### src/rtl/tmo_div_pkg.sv
package tmo_div_pkg;

    localparam int TICK_W   = 32;
    localparam int RELOAD_W = 12;
    localparam int PRESC_W  = 3;
    localparam int SEARCH_W = 16;
    localparam int EXP_LO   = 2;
    localparam int EXP_HI   = 8;

    localparam int CHUNK_SH = RELOAD_W;
    localparam int CHUNK_W  = TICK_W - CHUNK_SH + 1;
    localparam int EXP_W    = $clog2(SEARCH_W + 1);
    localparam int RES_MAX  = 1 << RELOAD_W;

    typedef enum logic [1:0] {
        ST_IDLE,
        ST_CHUNK,
        ST_SEARCH,
        ST_FINISH
    } plan_state_e;

    typedef struct packed {
        logic [PRESC_W-1:0]  presc;
        logic [RELOAD_W-1:0] reload;
        logic                sat;
    } plan_result_t;

    function automatic logic [EXP_W-1:0] limit_exp(input logic [EXP_W-1:0] e);
        if (e < EXP_W'(EXP_LO))
            return EXP_W'(EXP_LO);
        else if (e > EXP_W'(EXP_HI))
            return EXP_W'(EXP_HI);
        else
            return e;
    endfunction

endpackage

### src/rtl/tmo_div_chunker.sv
module tmo_div_chunker
    import tmo_div_pkg::*;
#(
    parameter int T_W = TICK_W,
    parameter int SH  = CHUNK_SH,
    parameter int V_W = SEARCH_W
) (
    input  logic [T_W-1:0] tick,
    output logic [V_W-1:0] v,
    output logic           sat
);
    localparam int C_W = T_W - SH + 1;

    logic [C_W-1:0] chunks;

    // ceil(tick / 2^SH): upper part plus one when any low bit is set
    always_comb begin
        chunks = {1'b0, tick[T_W-1:SH]} + C_W'(|tick[SH-1:0]);
        v      = chunks[V_W-1:0];
        sat    = |chunks[C_W-1:V_W];
    end

endmodule

### src/rtl/tmo_div_exp_search.sv
module tmo_div_exp_search
    import tmo_div_pkg::*;
#(
    parameter int V_W = SEARCH_W,
    parameter int E_W = EXP_W
) (
    input  logic           clk,
    input  logic           rst,
    input  logic           load,
    input  logic [V_W-1:0] v_in,
    output logic           found,
    output logic [E_W-1:0] e_out
);
    logic           active;
    logic [V_W-1:0] v_q;
    logic [E_W-1:0] e_q;
    logic [V_W:0]   pow;
    logic           hit;

    always_comb begin
        pow   = (V_W+1)'(1) << e_q;
        hit   = pow >= {1'b0, v_q};
        found = active && hit;
        e_out = e_q;
    end

    always_ff @(posedge clk) begin
        if (rst) begin
            active <= 1'b0;
            v_q    <= '0;
            e_q    <= '0;
        end else if (load) begin
            active <= 1'b1;
            v_q    <= v_in;
            e_q    <= '0;
        end else if (active) begin
            if (hit)
                active <= 1'b0;
            else
                e_q <= e_q + 1'b1;
        end
    end

    // the search never runs past the widest exponent
    p_exp_bound_r2: assert property (@(posedge clk) disable iff (rst)
        active |-> (e_q <= E_W'(V_W)));

    // a nonzero result is minimal, since the previous power is still short
    p_exp_minimal_r2: assert property (@(posedge clk) disable iff (rst)
        (found && e_q != '0) |-> ((pow >> 1) < {1'b0, v_q}));

endmodule

### src/rtl/tmo_div_encode.sv
module tmo_div_encode
    import tmo_div_pkg::*;
#(
    parameter int T_W = TICK_W,
    parameter int E_W = EXP_W,
    parameter int R_W = RELOAD_W,
    parameter int P_W = PRESC_W
) (
    input  logic [T_W-1:0] tick,
    input  logic [E_W-1:0] e,
    output logic [P_W-1:0] presc,
    output logic [R_W-1:0] reload
);
    localparam int RMAX = 1 << R_W;

    logic [E_W-1:0] scale;
    logic [T_W-1:0] resid;
    logic [T_W-1:0] resid_lim;

    always_comb begin
        scale = limit_exp(e);
        resid = tick >> scale;
        if (resid == '0)
            resid_lim = T_W'(1);
        else if (resid > T_W'(RMAX))
            resid_lim = T_W'(RMAX);
        else
            resid_lim = resid;
        presc  = P_W'(scale - E_W'(EXP_LO));
        reload = R_W'(resid_lim - T_W'(1));
    end

endmodule

### src/rtl/tmo_div_planner.sv
module tmo_div_planner
    import tmo_div_pkg::*;
(
    input  logic                clk,
    input  logic                rst,
    input  logic                start,
    input  logic [TICK_W-1:0]   tick_in,
    output logic                busy,
    output logic                done,
    output logic [PRESC_W-1:0]  presc_code,
    output logic [RELOAD_W-1:0] reload_val,
    output logic                saturated
);
    localparam int LAT_MAX = SEARCH_W + 4;
    localparam int LAT_W   = $clog2(LAT_MAX + 1);

    plan_state_e         state;
    logic [TICK_W-1:0]   tick_q;
    logic                sat_q;
    logic [EXP_W-1:0]    e_q;
    plan_result_t        res_q;
    logic                done_q;

    logic [SEARCH_W-1:0] chunk_v;
    logic                chunk_sat;
    logic                srch_found;
    logic [EXP_W-1:0]    srch_e;
    logic [PRESC_W-1:0]  enc_presc;
    logic [RELOAD_W-1:0] enc_reload;
    logic                srch_load;

    assign srch_load = (state == ST_CHUNK);

    tmo_div_chunker #(
        .T_W (TICK_W),
        .SH  (CHUNK_SH),
        .V_W (SEARCH_W)
    ) u_chunk (
        .tick (tick_q),
        .v    (chunk_v),
        .sat  (chunk_sat)
    );

    tmo_div_exp_search #(
        .V_W (SEARCH_W),
        .E_W (EXP_W)
    ) u_search (
        .clk   (clk),
        .rst   (rst),
        .load  (srch_load),
        .v_in  (chunk_v),
        .found (srch_found),
        .e_out (srch_e)
    );

    tmo_div_encode #(
        .T_W (TICK_W),
        .E_W (EXP_W),
        .R_W (RELOAD_W),
        .P_W (PRESC_W)
    ) u_enc (
        .tick   (tick_q),
        .e      (e_q),
        .presc  (enc_presc),
        .reload (enc_reload)
    );

    always_ff @(posedge clk) begin
        if (rst) begin
            state  <= ST_IDLE;
            tick_q <= '0;
            sat_q  <= 1'b0;
            e_q    <= '0;
            res_q  <= '0;
            done_q <= 1'b0;
        end else begin
            done_q <= 1'b0;
            unique case (state)
                ST_IDLE: begin
                    if (start) begin
                        tick_q <= tick_in;
                        state  <= ST_CHUNK;
                    end
                end
                ST_CHUNK: begin
                    sat_q <= chunk_sat;
                    state <= ST_SEARCH;
                end
                ST_SEARCH: begin
                    if (srch_found) begin
                        e_q   <= srch_e;
                        state <= ST_FINISH;
                    end
                end
                ST_FINISH: begin
                    res_q.presc  <= enc_presc;
                    res_q.reload <= enc_reload;
                    res_q.sat    <= sat_q;
                    done_q       <= 1'b1;
                    state        <= ST_IDLE;
                end
                default: state <= ST_IDLE;
            endcase
        end
    end

    assign busy       = (state != ST_IDLE);
    assign done       = done_q;
    assign presc_code = res_q.presc;
    assign reload_val = res_q.reload;
    assign saturated  = res_q.sat;

    // cycle counter for the latency window check
    logic [LAT_W-1:0] lat_cnt;
    always_ff @(posedge clk) begin
        if (rst || !busy)
            lat_cnt <= '0;
        else
            lat_cnt <= lat_cnt + 1'b1;
    end

    // done never lasts two cycles
    p_done_pulse_r6: assert property (@(posedge clk) disable iff (rst)
        done_q |=> !done_q);

    // a request never stays busy beyond its worst-case window
    p_latency_r6: assert property (@(posedge clk) disable iff (rst)
        busy |-> (lat_cnt < LAT_W'(LAT_MAX - 1)));

    // an accepted start makes the block busy on the next cycle
    p_busy_after_start_r8: assert property (@(posedge clk) disable iff (rst)
        (start && !busy) |=> busy);

    // done appears only right after a busy cycle, and busy is low with it
    p_done_after_busy_r8: assert property (@(posedge clk) disable iff (rst)
        done_q |-> ($past(busy) && !busy));

    // the captured request cannot be overwritten while busy
    p_capture_held_r7: assert property (@(posedge clk) disable iff (rst)
        busy |=> $stable(tick_q));

    // the result fields move only together with done
    p_result_hold_r9: assert property (@(posedge clk) disable iff (rst)
        !done_q |-> $stable(res_q));

    // the divider code stays inside the clamped exponent range
    p_presc_range_r4: assert property (@(posedge clk) disable iff (rst)
        done_q |-> (presc_code <= PRESC_W'(EXP_HI - EXP_LO)));

    // an oversized request always yields the largest reload
    p_sat_reload_r3: assert property (@(posedge clk) disable iff (rst)
        (done_q && saturated) |-> (&reload_val));

endmodule

### config.mk
export PLATFORM = sky130hd
export DESIGN_NAME = tmo_div_planner
export DESIGN_NICKNAME = d
export VERILOG_FILES = /design/src/rtl/tmo_div_pkg.sv /design/src/rtl/tmo_div_chunker.sv /design/src/rtl/tmo_div_exp_search.sv /design/src/rtl/tmo_div_encode.sv /design/src/rtl/tmo_div_planner.sv
export SDC_FILE = /design/constraint.sdc
export NUM_CORES = 1
export LEC_CHECK = 0
export BUFFER_PORTS_ARGS = -buffer_cell sky130_fd_sc_hd__buf_2
export CAP_MARGIN = 0
export CELL_PAD_IN_SITES_DETAIL_PLACEMENT = 1
export CELL_PAD_IN_SITES_GLOBAL_PLACEMENT = 2
export CORE_AREA = 2 2 125 127
export DETAILED_ROUTE_END_ITERATION = 8
export DIE_AREA = 0 0 127 129
export GPL_ROUTABILITY_DRIVEN = 0
export PLACE_DENSITY = 0.83
export SYNTH_ARGS = -nofsm -noshare
export SYNTH_HDL_FRONTEND = slang
export SYNTH_SLANG_ARGS = --single-unit
### constraint.sdc
create_clock -name clk -period 7.72 [get_ports clk]
set_input_delay 0.772 -clock clk [delete_from_list [all_inputs] [get_ports clk]]
set_output_delay 0.772 -clock clk [all_outputs]
set_load 0.005 [all_outputs]
==> impl_metrics.env <==
export IMPL_muxShareOfSynthArea=0.0637
export IMPL_die_h_um=129
export IMPL_drc_errors=0
export IMPL_wl_per_cell_um=19.1
export IMPL_relSlewSlack=0.214
export IMPL_crit_buf_inv=1
export IMPL_fin_nets=807
export IMPL_synth_adder_area_share=0.0666
export IMPL_grt_use_total=0.225
export IMPL_hold_buffers=0
export IMPL_cts_buffers=9
export IMPL_syn_to_final_growth_pct=10.4
export IMPL_ys_seq_area_frac=0.281
export IMPL_synth_edff_count=0
export IMPL_drt_total_wl_um=17800
export IMPL_critPathMaxFanout=26
export IMPL_drt_iter0_markers=445
export IMPL_required_ps=7980
export IMPL_syn_area_mm2=0.00564
export IMPL_via_per_inst=5.87
export IMPL_grt_overflow_total=0
export IMPL_rows=45
export IMPL_min_path_type="reg2reg"
export IMPL_ys_types=81
export IMPL_ant_nets=0
export IMPL_synth_xor_area_frac=0.0249
export IMPL_cts_setup_buffers=0
export IMPL_h_tree_depth=3
export IMPL_cts_sinks=79
export IMPL_synth_ff_type="dfxtp_1"
export IMPL_synth_compound_gate_area_share=0.238
export IMPL_clkLatencyLatePin_ps=350
export IMPL_grt_setup_unrepaired="no"
export IMPL_clkTransAtPathRegs_ps=60
export IMPL_status="finished, final reports clean"
export IMPL_drv_cap=0
export IMPL_power_density_mw_per_mm2=272
export IMPL_final_period_utilization=0.556
export IMPL_post_cts_resized=0
export IMPL_async_reset_ff_frac=0
export IMPL_root_buffer="clkbuf_16"
export IMPL_port_buffers=52
export IMPL_irDropWorstVdd_v=0.000127
export IMPL_insertedDiodeCount=0
export IMPL_yosys_area_share_simple=0.258
export IMPL_period_minus_slack_ps=4290
export IMPL_arrival_ps=4550
export IMPL_setup_viol=0
export IMPL_slowest_stage="or3b_1"
export IMPL_final_util=0.416
export IMPL_total_power_w=0.00169
export IMPL_fillerInstances=1855
export IMPL_dp_hpwl_um=12800
export IMPL_fin_area_mm2=0.00622
export IMPL_p_leak_nw=2.30
export IMPL_core_area_mm2=0.0150
export IMPL_clockBufferDepth=2
export IMPL_ys_ff_latch=79
export IMPL_die_w_um=127
export IMPL_cts_tree="done"
export IMPL_cpPeakStageDelay_ps=550
export IMPL_grt_pass1_vias=5490
export IMPL_yosys_warnings=0
export IMPL_worst_pin_slew_ps=1180
export IMPL_synth_avg_cell_area_um2=7.71
export IMPL_synth_top_family_by_area="simple AND/OR/NAND/NOR gates"
export IMPL_grt_max_degree=75
export IMPL_layout_drive_gt1_share=0.137
export IMPL_finalSetupTns_ps=0
export IMPL_netlist_instances=731
export IMPL_die_area_mm2=0.0164
export IMPL_critPathKind="reg2reg"
export IMPL_first_pass_iters=5
export IMPL_whs_ps=469
export IMPL_end_kind="flip-flop"
export IMPL_grt_pass1_wl_um=29300
export IMPL_slew_violations=0
export IMPL_antenna_found_initial=0
export IMPL_route_vias_total=5483
export IMPL_critPathTopFamily="simple AND/OR/NAND/NOR gates"
export IMPL_placed_cell_area_mm2=0.00593
export IMPL_hold_viol_final=0
export IMPL_crit_chain="buf_4 > or3b_1 > nor2_4 > mux4_2 > a222oi_1 > and4bb_1 > nand4_1 > a211o_1 > ha_1 > o31ai_4 > and3_1 > mux2i_1 > a31oi_1"
export IMPL_synth_fp_nets=796
export IMPL_max_freq_mhz=233
export IMPL_start_util=0.376
export IMPL_clock_skew_ps=5.77
export IMPL_boundaryPins=53
export IMPL_critPathLaunchType="flip-flop"
state kept, by name, indices dropped and copies added (netlist names):
| name | flops |
|---|---|
| state | 2 |
| saturated | 1 |
| reload_val | 12 |
| done | 1 |
| u_search.e_out | 5 |
| u_search.active | 1 |
| tick_q | 32 |
| u_search.v_q | 16 |
| presc_code | 3 |
| sat_q | 1 |
| e_q | 5 |
where the power goes:
part	switching, W	internal, W	leakage [nW]
clock network	0.000177	0.000258	0.143
registers	0.000109	0.000490	0.645
logic	0.000390	0.000270	1.52
kinds of logic (layout without fill, tap and decap cells):
kind of cell             after synthesis  after routing
AO/OA/AOI/OAI                        187            187
multiplexers                          30             30
AND/OR/NAND/NOR                      295            295
adder cells (fa/ha/maj)               30             30
XOR/XNOR                              16             16
buffers and inverters                 94            109
flip-flops                            79             79
cells in the mapped netlist (all sizes together) (5+ instances only):
cell / instances / area share
nand2b: 6 / 0.0067
o211ai: 5 / 0.0067
a21oi: 60 / 0.053
dfxtp: 79 / 0.28
and4: 5 / 0.0082
buf: 22 / 0.021
xnor2: 8 / 0.012
nand3: 19 / 0.017
a31oi: 8 / 0.0089
nor3: 17 / 0.016
o21a: 8 / 0.011
and2: 6 / 0.0067
nand2: 99 / 0.066
a211oi: 23 / 0.032
inv: 34 / 0.023
o31ai: 5 / 0.0091
nor3b: 6 / 0.0080
xor2: 8 / 0.012
nor4: 7 / 0.0089
ha: 30 / 0.067
nor2b: 10 / 0.011
nor2: 74 / 0.052
clkbuf: 38 / 0.025
and3: 10 / 0.011
a311oi: 11 / 0.017
nand4: 15 / 0.017
mux2i: 22 / 0.039
o21ai: 24 / 0.021
routing by layer:
layer | routed length, um | global-route usage
met1 | 8610 | 0.312
met2 | 7990 | 0.357
met3 | 856 | 0.0424
met4 | 331 | 0.0679
met5 | 0 | 0
cell type report:
class / count / area, um^2 / share of cell area
clock inverter: 3 / 43.8 / 0.00704
tap: 188 / 235 / 0.0378
inverter: 34 / 128 / 0.0205
multi-input combinational: 558 / 3670 / 0.589
timing repair buffer: 60 / 320 / 0.0515
sequential: 79 / 1580 / 0.254
clock buffer: 12 / 246 / 0.0396
per-stage QoR:
| step | setup slack [ps] | cells |
|---|---|---|
| 5_1_grt | 3170 | 934 |
| 6_report | 3430 | 934 |
| 4_1_cts | 3470 | 934 |
| 3_3_place_gp | 3640 | 919 |
| 2_1_floorplan | 4170 | 731 |
| 3_5_place_dp | 3480 | 919 |
cell usage in the layout, fill, tap and decap left out, types with 6 or more instances in the layout:
cell	synthesis	layout
nand2_1	99	99
dfxtp_1	79	79
nor2_1	71	70
a21oi_1	60	60
buf_2	16	52
inv_1	34	34
ha_1	30	30
a211oi_1	22	22
mux2i_1	22	22
nand3_1	19	19
o21ai_0	19	19
nor3_1	16	16
nand4_1	15	15
a311oi_1	11	11
nor2b_1	10	10
and3_1	10	10
clkbuf_16	0	9
a31oi_1	8	8
o21a_1	8	8
xnor2_1	8	8
xor2_1	8	8
buf_4	2	8
nand2b_1	6	6
nor3b_1	6	6
nor4_1	6	6
path summary, 6_finish.rpt:
kind	startpoint	to	slack [ps]	depth (start not counted)
min	tick_q[1]	tick_q[1]	470	2
min reg2reg	tick_q[1]	tick_q[1]	470	2
max	e_q[0]	reload_val[10]	3430	13
max reg2reg	e_q[0]	reload_val[10]	3430	13
tightest hold or removal path, stage by stage, from the launching register on:
cell	delay, ps
dfxtp_1	310
nand2_1	50
a21oi_1	50
(Power assumes the default switching activity.)
